--- config.mk ---
export PLATFORM = sky130hd
export DESIGN_NAME = adc_trig_gen
export DESIGN_NICKNAME = d
export VERILOG_FILES = /design/src/rtl/adc_trig_pkg.sv /design/src/rtl/adc_trig_slope.sv /design/src/rtl/adc_trig_skip.sv /design/src/rtl/adc_trig_chan.sv /design/src/rtl/adc_trig_gen.sv
export SDC_FILE = /design/constraint.sdc
export NUM_CORES = 1
export LEC_CHECK = 0
export BUFFER_PORTS_ARGS = -buffer_cell sky130_fd_sc_hd__buf_2
export CORE_MARGIN = 2
export CORE_UTILIZATION = 60
export CTS_BUF_LIST = sky130_fd_sc_hd__clkbuf_4
export DETAILED_ROUTE_END_ITERATION = 7
export PLACE_DENSITY = 0.8
export SYNTH_ARGS = -nofsm -noshare
export SYNTH_HDL_FRONTEND = slang
export SYNTH_HIERARCHICAL = 1
export SYNTH_SLANG_ARGS = --single-unit
--- constraint.sdc ---
create_clock -name clk -period 6 [get_ports clk]
set_clock_uncertainty 0.1 [all_clocks]
set_input_delay 0.6 -clock clk [delete_from_list [all_inputs] [get_ports clk]]
set_output_delay 0.6 -clock clk [all_outputs]
set_load 0.005 [all_outputs]
--- src/rtl/adc_trig_pkg.sv ---
package adc_trig_pkg;

    localparam int CTRL_W = 16;
    localparam int SKIP_W = 3;
    localparam int NCH    = 2;
    localparam int NEXT   = 2;   // extreme kinds: 0 crest, 1 trough

    localparam logic [1:0] ADDR_CTRL  = 2'd0;
    localparam logic [1:0] ADDR_BUF_A = 2'd1;

    typedef enum logic [1:0] {
        SL_INIT,
        SL_UP,
        SL_DOWN
    } slope_e;

    typedef struct packed {
        logic [SKIP_W-1:0] trough_skip;  // [15:13]
        logic [SKIP_W-1:0] crest_skip;   // [12:10]
        logic              b_lnk_tr;     // 9
        logic              b_lnk_cr;     // 8
        logic              a_lnk_tr;     // 7
        logic              a_lnk_cr;     // 6
        logic              b_dn;         // 5
        logic              b_up;         // 4
        logic              a_dn;         // 3
        logic              a_up;         // 2
        logic [1:0]        xfer;         // [1:0]
    } ctrl_t;

endpackage

--- src/rtl/adc_trig_slope.sv ---
module adc_trig_slope
    import adc_trig_pkg::*;
(
    input  logic clk,
    input  logic rst_n,
    input  logic cnt_dn,
    output logic crest_ev,
    output logic trough_ev
);

    slope_e st_q, st_n;

    always_ff @(posedge clk or negedge rst_n) begin
        if (!rst_n) st_q <= SL_INIT;
        else        st_q <= st_n;
    end

    always_comb begin
        st_n = st_q;
        unique case (st_q)
            SL_INIT: st_n = cnt_dn ? SL_DOWN : SL_UP;
            SL_UP:   if (cnt_dn)  st_n = SL_DOWN;
            SL_DOWN: if (!cnt_dn) st_n = SL_UP;
            default: st_n = SL_INIT;
        endcase
    end

    always_comb begin
        crest_ev  = 1'b0;
        trough_ev = 1'b0;
        unique case (st_q)
            SL_INIT: ;
            SL_UP:   crest_ev  = cnt_dn;
            SL_DOWN: trough_ev = !cnt_dn;
            default: ;
        endcase
    end

endmodule

--- src/rtl/adc_trig_skip.sv ---
module adc_trig_skip #(
    parameter int SW = 3
) (
    input  logic          clk,
    input  logic          rst_n,
    input  logic          ev,
    input  logic [SW-1:0] limit,
    output logic          allow_o
);

    logic [SW-1:0] cnt_q;

    always_ff @(posedge clk or negedge rst_n) begin
        if (!rst_n) begin
            cnt_q   <= '0;
            allow_o <= 1'b0;
        end else if (ev) begin
            if (cnt_q >= limit) begin
                cnt_q   <= '0;
                allow_o <= 1'b1;
            end else begin
                cnt_q   <= cnt_q + 1'b1;
                allow_o <= 1'b0;
            end
        end
    end

endmodule

--- src/rtl/adc_trig_chan.sv ---
module adc_trig_chan #(
    parameter int CW = 16
) (
    input  logic          clk,
    input  logic          rst_n,
    input  logic          buf_we,
    input  logic [CW-1:0] buf_wd,
    input  logic          xfer_go,
    input  logic [CW-1:0] cnt_val,
    input  logic          cnt_new,
    input  logic          cnt_dn,
    input  logic          up_en,
    input  logic          dn_en,
    input  logic          lnk_cr,
    input  logic          lnk_tr,
    input  logic          allow_cr,
    input  logic          allow_tr,
    output logic [CW-1:0] act_o,
    output logic [CW-1:0] buf_o,
    output logic          trig_o
);

    logic slope_ok, skip_ok, hit;

    assign slope_ok = cnt_dn ? dn_en : up_en;
    assign skip_ok  = (!lnk_cr || allow_cr) && (!lnk_tr || allow_tr);
    assign hit      = cnt_new && (cnt_val == act_o) && slope_ok && skip_ok;

    always_ff @(posedge clk or negedge rst_n) begin
        if (!rst_n)      buf_o <= '1;
        else if (buf_we) buf_o <= buf_wd;
    end

    always_ff @(posedge clk or negedge rst_n) begin
        if (!rst_n)       act_o <= '1;
        else if (xfer_go) act_o <= buf_o;
    end

    always_ff @(posedge clk or negedge rst_n) begin
        if (!rst_n) trig_o <= 1'b0;
        else        trig_o <= hit;
    end

endmodule

--- src/rtl/adc_trig_gen.sv ---
module adc_trig_gen
    import adc_trig_pkg::*;
#(
    parameter int CW = 16
) (
    input  logic          clk,
    input  logic          rst_n,
    input  logic          wr_en,
    input  logic [1:0]    wr_addr,
    input  logic [CW-1:0] wr_data,
    input  logic [CW-1:0] cnt_val,
    input  logic          cnt_dn,
    output logic          trig_a,
    output logic          trig_b
);

    ctrl_t         ctrl_q;
    logic [CW-1:0] prev_val;
    logic          prev_ok;
    logic          cnt_new;
    logic          crest_ev, trough_ev, xfer_go;
    logic          ext_ev    [NEXT];
    logic [SKIP_W-1:0] ext_lim [NEXT];
    logic          allow     [NEXT];
    logic          up_en     [NCH];
    logic          dn_en     [NCH];
    logic          lnk_cr    [NCH];
    logic          lnk_tr    [NCH];
    logic [CW-1:0] act_q     [NCH];
    logic [CW-1:0] buf_q     [NCH];
    logic          trig_v    [NCH];

    // control register
    always_ff @(posedge clk or negedge rst_n) begin
        if (!rst_n)                              ctrl_q <= '0;
        else if (wr_en && wr_addr == ADDR_CTRL)  ctrl_q <= ctrl_t'(wr_data[CTRL_W-1:0]);
    end

    // one evaluation per distinct counter sample
    always_ff @(posedge clk or negedge rst_n) begin
        if (!rst_n) begin
            prev_val <= '0;
            prev_ok  <= 1'b0;
        end else begin
            prev_val <= cnt_val;
            prev_ok  <= 1'b1;
        end
    end
    assign cnt_new = !prev_ok || (cnt_val != prev_val);

    adc_trig_slope u_slope (
        .clk       (clk),
        .rst_n     (rst_n),
        .cnt_dn    (cnt_dn),
        .crest_ev  (crest_ev),
        .trough_ev (trough_ev)
    );

    assign xfer_go = (crest_ev && ctrl_q.xfer[0]) || (trough_ev && ctrl_q.xfer[1]);

    assign ext_ev[0]  = crest_ev;
    assign ext_ev[1]  = trough_ev;
    assign ext_lim[0] = ctrl_q.crest_skip;
    assign ext_lim[1] = ctrl_q.trough_skip;

    for (genvar e = 0; e < NEXT; e++) begin : g_skip
        adc_trig_skip #(.SW(SKIP_W)) u_skip (
            .clk     (clk),
            .rst_n   (rst_n),
            .ev      (ext_ev[e]),
            .limit   (ext_lim[e]),
            .allow_o (allow[e])
        );
    end

    assign up_en[0]  = ctrl_q.a_up;
    assign dn_en[0]  = ctrl_q.a_dn;
    assign lnk_cr[0] = ctrl_q.a_lnk_cr;
    assign lnk_tr[0] = ctrl_q.a_lnk_tr;
    assign up_en[1]  = ctrl_q.b_up;
    assign dn_en[1]  = ctrl_q.b_dn;
    assign lnk_cr[1] = ctrl_q.b_lnk_cr;
    assign lnk_tr[1] = ctrl_q.b_lnk_tr;

    for (genvar c = 0; c < NCH; c++) begin : g_chan
        localparam logic [1:0] CH_ADDR = 2'(int'(ADDR_BUF_A) + c);
        adc_trig_chan #(.CW(CW)) u_chan (
            .clk      (clk),
            .rst_n    (rst_n),
            .buf_we   (wr_en && wr_addr == CH_ADDR),
            .buf_wd   (wr_data),
            .xfer_go  (xfer_go),
            .cnt_val  (cnt_val),
            .cnt_new  (cnt_new),
            .cnt_dn   (cnt_dn),
            .up_en    (up_en[c]),
            .dn_en    (dn_en[c]),
            .lnk_cr   (lnk_cr[c]),
            .lnk_tr   (lnk_tr[c]),
            .allow_cr (allow[0]),
            .allow_tr (allow[1]),
            .act_o    (act_q[c]),
            .buf_o    (buf_q[c]),
            .trig_o   (trig_v[c])
        );
    end

    assign trig_a = trig_v[0];
    assign trig_b = trig_v[1];

endmodule

* After elaboration in Yosys (flattened, before gate mapping)
Cells that the tools add are included.
** Word-level totals
- Flip-flop bits (word level) :: 109
- Input port bits :: 38
- Output and inout bits :: 2
- Word-level logic and storage cells :: 77
** Operators by class
- Add/sub/neg operators :: 2
- Magnitude comparators :: 2
- Equality and inequality tests :: 9
- Muxes and demuxes :: 12
- Reductions and logical operators :: 28
** Operators by type and width (number)
- == test 16 bit :: 2
- != test 16 bit :: 1
- logical AND 1 bit :: 13
- adder 3 x 1 -> 3 bit (second input constant) :: 2
- greater-or-equal comparator 3 bit :: 2
- logical NOT 1 bit :: 6
- logical OR 1 bit :: 6
- two-way mux 1 bit :: 6
- two-way mux 2 bit :: 3
- two-way mux 3 bit :: 2
- case mux 2 bit (3 select lines) :: 1
- == test 2 x 1 -> 1 bit (second input constant) :: 2
- == test 2 bit (second input constant) :: 2
- logical NOT 2 bit :: 2
- != test 2 bit (second input constant) :: 2
- AND reduction 2 bit :: 1

* Longest topological paths before layout
Gate-level depths: netlist of run 1.
- Depth after elaboration :: 5
- Mapped depth :: 7
- Mapped depth without buffers :: 7

* By module
The synthesis of run 1 kept the hierarchy.
** By module, submodules not included
- adc_trig_chan :: times used 2, cells each 95, area an instance 1550.2 µm², sequential area each 865.8 µm²
- adc_trig_gen :: times used 1, cells each 77, area an instance 1247.4 µm², sequential area each 825.8 µm²
- adc_trig_skip :: times used 2, cells each 25, area an instance 240.2 µm², sequential area each 100.1 µm²
- adc_trig_slope :: times used 1, cells each 6, area an instance 80.1 µm², sequential area each 50.0 µm²

* Worst setup path after synthesis of run 1
OpenSTA, ideal clock, no wires.
- Path kind :: input-to-reg
- From :: input cnt_dn
- To :: register g_chan[0].u_chan.act_o[10]
- Library setup time :: 0.082 ns
- Arrival time :: 1.932 ns
- Data required time :: 5.818 ns
- Setup slack :: 3.886 ns
- Cell stages on the path :: 5
- Buffers on the path :: 2
- Path through :: nor3b_1 -> a22o_1 -> buf_6 -> buf_6 -> mux2_4
** Between the ends
- Longest elaborated chain between the ends :: 4
- Elaborated cells on any way between the ends :: 6
- Those cells by class :: mux (2); reduce/logical (4)
** Ends and longest elaborated chain
- from (decl) :: line adc_trig_gen.sv:12 : input logic cnt_dn,
- logical NOT 1 bit
- two-way mux 1 bit :: line adc_trig_slope.sv:31 : unique case (st_q)
- logical AND 1 bit :: line adc_trig_gen.sv:59 : assign xfer_go = (crest_ev && ctrl_q.xfer[0]) || (trough_ev && ctrl_q.xfer[1]);
- logical OR 1 bit * :: line adc_trig_gen.sv:59
- net xfer_go :: line adc_trig_gen.sv:21 : logic crest_ev, trough_ev, xfer_go;
- to (signal assigned) :: line adc_trig_chan.sv:36 : else if (xfer_go) act_o <= buf_o;
- to (decl) :: line adc_trig_chan.sv:18 : output logic [CW-1:0] act_o,
The timed path passes the listed nets; every way through them passes the cells marked *.
A chain may end at the register's enable or synchronous reset.

* Worst setup path in the final report of run 1
- From :: register u_slope.st_q[0]
- To :: register g_chan[1].u_chan.act_o[2]
** Between the ends
- Longest elaborated chain between the ends :: 4
- Elaborated cells on any way between the ends :: 7
- Those cells by class :: eq/ne (2); mux (2); reduce/logical (3)
** Ends and longest elaborated chain
- from (decl) :: line adc_trig_slope.sv:11 : slope_e st_q, st_n;
- from (signal assigned) :: line adc_trig_slope.sv:15 : else st_q <= st_n;
- == test 2 bit :: line adc_trig_slope.sv:31
- two-way mux 1 bit :: line adc_trig_slope.sv:31
- net trough_ev :: line adc_trig_gen.sv:21
- logical AND 1 bit :: line adc_trig_gen.sv:59
- logical OR 1 bit :: line adc_trig_gen.sv:59
- net xfer_go :: line adc_trig_gen.sv:21
- to (signal assigned) :: line adc_trig_chan.sv:36
- to (decl) :: line adc_trig_chan.sv:18
The timed path passes the listed nets, and every way through them passes these cells.

==> results of run 1 <==
[layout make-up]
cell class	instances	area, µm²
sequential	109	2808
clock inverter	7	56.30
timing repair buffer	40	205.2
tap	102	127.6
fill	583	2546
multi-input combinational	191	1944
inverter	14	52.55
clock buffer	9	67.56
[cells in the final DEF, fill, tap and decap left out, types with 3 or more instances in the layout]
cell,synthesis,routed
dfstp_2,64,64
dfrtp_1,45,45
mux2_2,40,40
mux2_4,40,40
buf_2,0,38
xnor2_1,32,32
xor2_1,16,16
inv_1,14,14
clkbuf_4,0,9
ha_1,8,8
nand4_1,7,7
nor4_1,7,7
o21ai_0,6,6
nand3_1,4,4
mux2i_1,4,4
and3_1,4,4
and3b_2,3,3
clkinv_1,0,3
clkinv_2,0,3
[through the flow]
stage          setup slack, ns  cells  hold slack [ns]  instance area, µm²
3_5_place_dp             3.098    456           0.3726                5137
6_report                 3.449    472          0.06559                5261
5_1_grt                  3.200    472          0.08928                5261
2_1_floorplan            3.886    323           0.2044                4908
4_1_cts                  3.450    472          0.06093                5261
3_3_place_gp             3.196    456           0.3544                5137
[how the worst min path moves through the flow]
stage,end,slack (ns)
6_report,prev_val[7]$_DFF_PN0_,0.07
5_1_grt,prev_val[7]$_DFF_PN0_,0.09
4_1_cts,prev_val[7]$_DFF_PN0_,0.06
3_5_place_dp,u_slope/st_q[0]$_DFFE_PN0P_,0.37
3_3_place_gp,u_slope/st_q[0]$_DFFE_PN0P_,0.35
2_1_floorplan,ctrl_q[0]$_DFFE_PN0P_,0.20
[sequential cells by signal, indices dropped and copies added, names as in the netlist]
| name | count |
|---|---|
| prev_ok | 1 |
| g_chan.u_chan/trig_o | 2 |
| u_slope/st_q | 2 |
| ctrl_q | 16 |
| g_skip.u_skip/allow_o | 2 |
| g_skip.u_skip/cnt_q | 6 |
| g_chan.u_chan/buf_o | 32 |
| prev_val | 16 |
| g_chan.u_chan/act_o | 32 |
[logic make-up after synthesis]
| logic type | after synthesis | synth area share |
|---|---|---|
| AOI/OAI and AO/OA | 17 | 0.02269 |
| other | 1 | 0.0007640 |
| muxes | 84 | 0.2223 |
| DFF | 109 | 0.5720 |
| xor gates and xnor gates | 48 | 0.08565 |
| buffers and inverters | 23 | 0.03212 |
| adders and majority gates | 8 | 0.02039 |
| and+or+nand+nor | 33 | 0.04410 |
[where the power goes]
part / internal, mW / total, mW / switching [mW]
registers: 1.05 / 1.19 / 0.145
clock network: 0.121 / 0.341 / 0.220
logic: 0.325 / 0.534 / 0.210
[routing by layer]
| layer | global-route usage | up-vias | wire, µm |
|---|---|---|---|
| met5 | 0 | - | 0 |
| met4 | 0.06401 | 0 | 119 |
| met3 | 0.04469 | 9 | 293 |
| met2 | 0.3298 | 45 | 3989 |
| met1 | 0.2966 | 1314 | 4019 |
| li1 | - | 1211 | - |
==> flow_metrics.py, run 1 <==
metrics = {
    "run_status": {
        "status": "finished, final reports clean",
    },
    "critical_path": {
        "critical_path.max_fanout": 32,
        "r2r_start": "u_slope/st_q[0]$_DFFE_PN0P_",
        "worstSetupEndpointType": "register",
        "critPathTopFamily": "compound AO/OA/AOI/OAI gates",
        "required_ns": 6.29,
        "arrival_ns": 2.84,
        "crit_chain": "nor3b_1, a22o_2, mux2_2",
        "cpPeakStageDelay_ns": 0.93,
        "worst-setup-path-type": "reg2reg",
        "cp-start-kind": "register",
        "worst-path-stages": 3,
        "r2r_end": "g_chan[1].u_chan/act_o[2]$_DFFE_PN1P_",
        "crit_start": "u_slope/st_q[0]$_DFFE_PN0P_",
        "cp_slowest_cell": "a22o_2",
        "rrSetupSlack_ns": 3.45,
        "endpoint": "g_chan[1].u_chan/act_o[2]$_DFFE_PN1P_",
        "crit_buf_inv": 0,
        "rr_worst_depth": 3,
    },
    "die": {
        "rows": 32,
        "fp.dieArea_um2": 8920,
        "core_area_um2": 7807,
        "die_x_um": 94.45,
        "die_y_um": 94.45,
        "start_util": 0.6287,
        "ioPinCount": 40,
    },
    "drt": {
        "routed_wl_um": 8421,
        "drt-initial-drc-count": 76,
        "drc": 0,
        "ant_nets": 0,
        "via_per_inst": 5.464,
        "first_pass_iters": 4,
        "vias": 2579,
        "post_drt_wl_per_cell_um": 17.84,
    },
    "cells_and_area": {
        "num_antenna_cells": 0,
        "drive_above_1_share": 0.5459,
        "syn_to_final_growth_pct": 7.188,
        "nNetsFinal": 411,
        "utilization": 0.6739,
    },
    "synth": {
        "synth_nets": 369,
        "yosys_warnings": 6,
        "ys.flop_type": "dfstp_2",
        "ys_types": 30,
        "synth_top_cell_area_share": 0.3426,
        "synth_edf_count": 0,
        "async_flop_share": 1.000,
        "ys_ff_latch": 109,
        "seq_area_frac_synth": 0.5720,
        "synthTopCellsByArea": "dfstp_2 (34%), dfrtp_1 (23%), mux2_4 (12%)",
        "avgSynthCellArea_um2": 15.20,
        "netlist_area_um2": 4908,
        "synth_top_area_cell": "dfstp_2",
        "synth_common_cells": "dfstp_2 (64), dfrtp_1 (45), mux2_2 (40), mux2_4 (40), xnor2_1 (32)",
        "yosysMostFrequentCell": "dfstp_2",
        "syn-instance-count": 323,
    },
    "global_routing": {
        "grt_usage": 0.2098,
        "antenna_found_initial": 0,
        "grt_first_pass_wirelength_um": 13920,
        "grt.overflow.total": 0,
        "grt_max_degree": 57,
        "grt_pass1_vias": 2716,
    },
    "cts": {
        "ctsHoldBuffers": 0,
        "clockBufferDepth": 2,
        "insertion_delay_ns": 0.44,
        "h-tree-depth": 3,
        "cts_resized": 0,
        "cts_buffers": 9,
        "clock-sinks": 109,
        "root_buffer": "clkbuf_4",
        "post-cts-setup-buffer-count": 0,
        "path_clk_slew_ns": 0.15,
        "cts_tree": "built",
    },
    "pwr": {
        "p_leak_nw": 2.283,
        "power.total_mw": 2.067,
        "ir_drop_mv": 0.2171,
        "powerDensity_nw_per_um2": 393.0,
    },
    "sta": {
        "setup_viol": 0,
        "fmax_mhz": 391.9,
        "fin_crit_sh": 0.4252,
        "tns_ns": 0,
        "slew_viol_final": 0,
        "fin_crit_ns": 2.551,
        "rsz0062_at_grt": "false",
        "slew_headroom": 0.3426,
        "worst_pin_slew_ns": 0.9861,
        "hold_viol_final": 0,
    },
    "placement": {
        "gp_congestion": 0.7950,
        "dp_hpwl_um": 5976,
        "port_buffers": 39,
    },
    "min_path": {
        "hold_path_class": "in2async",
    },
    "job": {
        "max_cap_viol_count": 0,
    },
}
Note: power is estimated with default switching activity, not from simulation.
==> run 2, diff against run 1 <==
- ABC_AREA: not set -> 1
- clock period: 6 -> 2.4 ns (I/O delays scaled with it)
==> run 2 against run 1 <==
Net effect: setup slack got worse by 2.9 ns; worst hold slack improved by 0.13 ns; routed wire length increased by 27%; final cell count increased by 62%; utilization increased by 4.3 points; cell area increased by 13%; combinational power increased to 2.5 times the previous value; critical path type is now in2reg; register-to-register slack got worse by 2.8 ns; sequential share of layout area decreased by 6.1 points; clock-buffer cell count unchanged; synthesized area increased by 5.6%; sequential cell count unchanged; highest routed layer unchanged.
==> flow_metrics.py, run 2 <==
metrics = {
    "pwr": {
        "powerDensity_nw_per_um2": 839.0,
        "ir_drop_mv": 0.5513,
        "p_leak_nw": 3.008,
        "power.total_mw": 4.989,
    },
    "global_routing": {
        "grt_first_pass_wirelength_um": 18130,
        "grt_max_degree": 67,
        "grt_usage": 0.2402,
        "antenna_found_initial": 0,
        "grt.overflow.total": 0,
        "grt_pass1_vias": 3981,
    },
    "die": {
        "die_x_um": 96.93,
        "start_util": 0.6243,
        "core_area_um2": 8299,
        "ioPinCount": 40,
        "die_y_um": 96.93,
        "rows": 33,
        "fp.dieArea_um2": 9394,
    },
    "sta": {
        "setup_viol": 0,
        "fin_crit_sh": 0.7670,
        "tns_ns": 0,
        "hold_ws_ns": 0.1956,
        "hold_viol_final": 0,
        "setup_slack_ns": 0.5591,
        "fin_crit_ns": 1.841,
        "fmax_mhz": 543.2,
        "worst_pin_slew_ns": 0.5707,
        "slew_headroom": 0.6196,
        "rsz0062_at_grt": "false",
        "slew_viol_final": 0,
    },
    "critical_path": {
        "worstSetupEndpointType": "register",
        "required_ns": 2.68,
        "cp-start-kind": "input port",
        "rr_worst_depth": 6,
        "arrival_ns": 2.12,
        "worst-setup-path-type": "in2reg",
        "r2r_end": "g_chan[0].u_chan/act_o[8]$_DFFE_PN1P_",
        "r2r_start": "u_slope/st_q[1]$_DFFE_PN0P_",
        "rrSetupSlack_ns": 0.68,
        "critical_path.max_fanout": 64,
    },
    "synth": {
        "ys.flop_type": "dfstp_2",
        "netlist_area_um2": 5181,
        "yosysMostFrequentCell": "nand2_1",
        "ys_types": 25,
        "synth_top_cell_area_share": 0.3246,
        "seq_area_frac_synth": 0.5419,
        "synth_top_area_cell": "dfstp_2",
        "ys_ff_latch": 109,
        "avgSynthCellArea_um2": 8.964,
        "synth_common_cells": "nand2_1 (176), inv_1 (109), dfstp_2 (64)",
        "synth_nets": 624,
        "async_flop_share": 1.000,
        "syn-instance-count": 578,
        "synth_edf_count": 0,
        "synthTopCellsByArea": "dfstp_2 (32%), dfrtp_1 (22%), nand2_1 (13%)",
        "yosys_warnings": 6,
    },
    "cts": {
        "clockBufferDepth": 2,
        "root_buffer": "clkbuf_4",
        "h-tree-depth": 3,
        "cts_resized": 0,
        "clock-sinks": 109,
        "insertion_delay_ns": 0.45,
        "cts_buffers": 9,
        "cts_tree": "built",
        "path_clk_slew_ns": 0.16,
    },
    "cells_and_area": {
        "fillCellCount": 599,
        "layoutNonFillerInstCount": 766,
        "num_antenna_cells": 0,
        "final_area_um2": 5946,
        "drive_above_1_share": 0.2511,
        "layout_commonest_cell": "nand2_1",
        "layout_common_cells": "nand2_1 (176), inv_1 (109), dfstp_2 (64)",
        "reg_top3": "g_chan.u_chan/act_o: 32 flops, g_chan.u_chan/buf_o: 32 flops",
        "nNetsFinal": 702,
        "syn_to_final_growth_pct": 14.75,
        "utilization": 0.7164,
    },
    "min_path": {
        "hold_path_class": "in2async",
    },
    "drt": {
        "drc": 0,
        "first_pass_iters": 4,
        "post_drt_wl_per_cell_um": 13.99,
        "drt-initial-drc-count": 173,
        "vias": 3903,
        "via_per_inst": 5.095,
        "ant_nets": 0,
        "routed_wl_um": 10720,
    },
    "placement": {
        "dpl_cell_area_um2": 5487,
        "dp_cells": 716,
        "dp_hpwl_um": 7511,
        "preCtsSetupSlack_ns": 0.6906,
        "gp_congestion": 0.8218,
        "port_buffers": 39,
    },
    "run_status": {
        "status": "finished, final reports clean",
    },
    "job": {
        "max_cap_viol_count": 0,
    },
}
-- run 2: cell count changes after synthesis, moves of 26 or more --
cell     change
mux2_4      -30
nor2_1      +42
inv_1       +95
xnor2_1     -26
nand2_1    +174
o21ai_0     +34
-- run 2: worst max-delay path by stage --
stage / start / endpoint / slack, ns / depth (start not counted)
finish: cnt_dn / g_chan[0].u_chan/act_o[8]$_DFFE_PN1P_ / 0.56 / 9
floorplan: u_slope/st_q[0]$_DFFE_PN0P_ / g_chan[0].u_chan/act_o[13]$_DFFE_PN1P_ / 0.87 / 6
CTS: cnt_dn / g_chan[1].u_chan/act_o[8]$_DFFE_PN1P_ / 0.63 / 9
detailed placement: cnt_dn / g_chan[0].u_chan/act_o[3]$_DFFE_PN1P_ / 0.69 / 8
global placement: cnt_dn / g_chan[1].u_chan/act_o[8]$_DFFE_PN1P_ / 0.79 / 8
global route: cnt_dn / g_chan[0].u_chan/act_o[13]$_DFFE_PN1P_ / 0.43 / 9
-- run 2: kinds of logic (layout without fill, tap and decap cells) --
kind of cell | Yosys count | in the layout | share of synthesized area
adder cells (fa/ha/maj) | 8 | 8 | 0.01932
flip-flops | 109 | 109 | 0.5419
AO/OA/AOI/OAI | 60 | 60 | 0.06085
XOR/XNOR | 9 | 9 | 0.01521
other | 1 | 1 | 0.0007238
multiplexers | 40 | 40 | 0.09418
buffers and inverters | 120 | 203 | 0.09587
AND/OR/NAND/NOR | 231 | 231 | 0.1719
-- run 2: routing by layer --
| metal | wire (µm) | track usage | part of all wire | up-vias |
|---|---|---|---|---|
| li1 | - | - | - | 1916 |
| met1 | 4809 | 0.3243 | 0.45 | 1886 |
| met2 | 5260 | 0.3969 | 0.49 | 82 |
| met3 | 429 | 0.04263 | 0.040 | 19 |
| met4 | 221 | 0.07692 | 0.021 | 0 |
| met5 | 0 | 0 | 0 | - |
-- run 2: final cells by class --
class | instances | area, µm² | area share
flip-flops and latches | 109 | 2808 | 0.4722
multi-input cells | 349 | 1878 | 0.3159
repair buffers | 78 | 600.6 | 0.1010
inverters | 109 | 409.1 | 0.06881
well taps | 105 | 131.4 | 0.02210
clock buffers | 9 | 67.56 | 0.01136
clock inverters | 7 | 51.30 | 0.008628
-- run 2: worst max-delay path, cell delays in order --
cell and delay, ns:
dlygate4sd3_1 0.52, buf_2 0.16, inv_1 0.09, nand2_1 0.06, nor2_1 0.36, a22o_2 0.24
buf_12 0.23, nor2_1 0.07, a21oi_1 0.13
-- run 2: what timing repair did --
item | in CTS | in global routing
setup buffers | 0 | 0
endpoints found under the setup margin | 0 | 0
hold buffers | 34 | 0
hold endpoints to repair | 91 | 0
-- run 2: power breakdown --
group / internal, mW / total (mW) / switching [mW] / leakage, nW
Clock: 0.218 / 0.825 / 0.607 / 0.0639
Combinational: 0.575 / 1.35 / 0.770 / 1.73
Sequential: 2.54 / 2.82 / 0.279 / 1.22
Total: 3.33 / 4.99 / 1.66 / 3.01
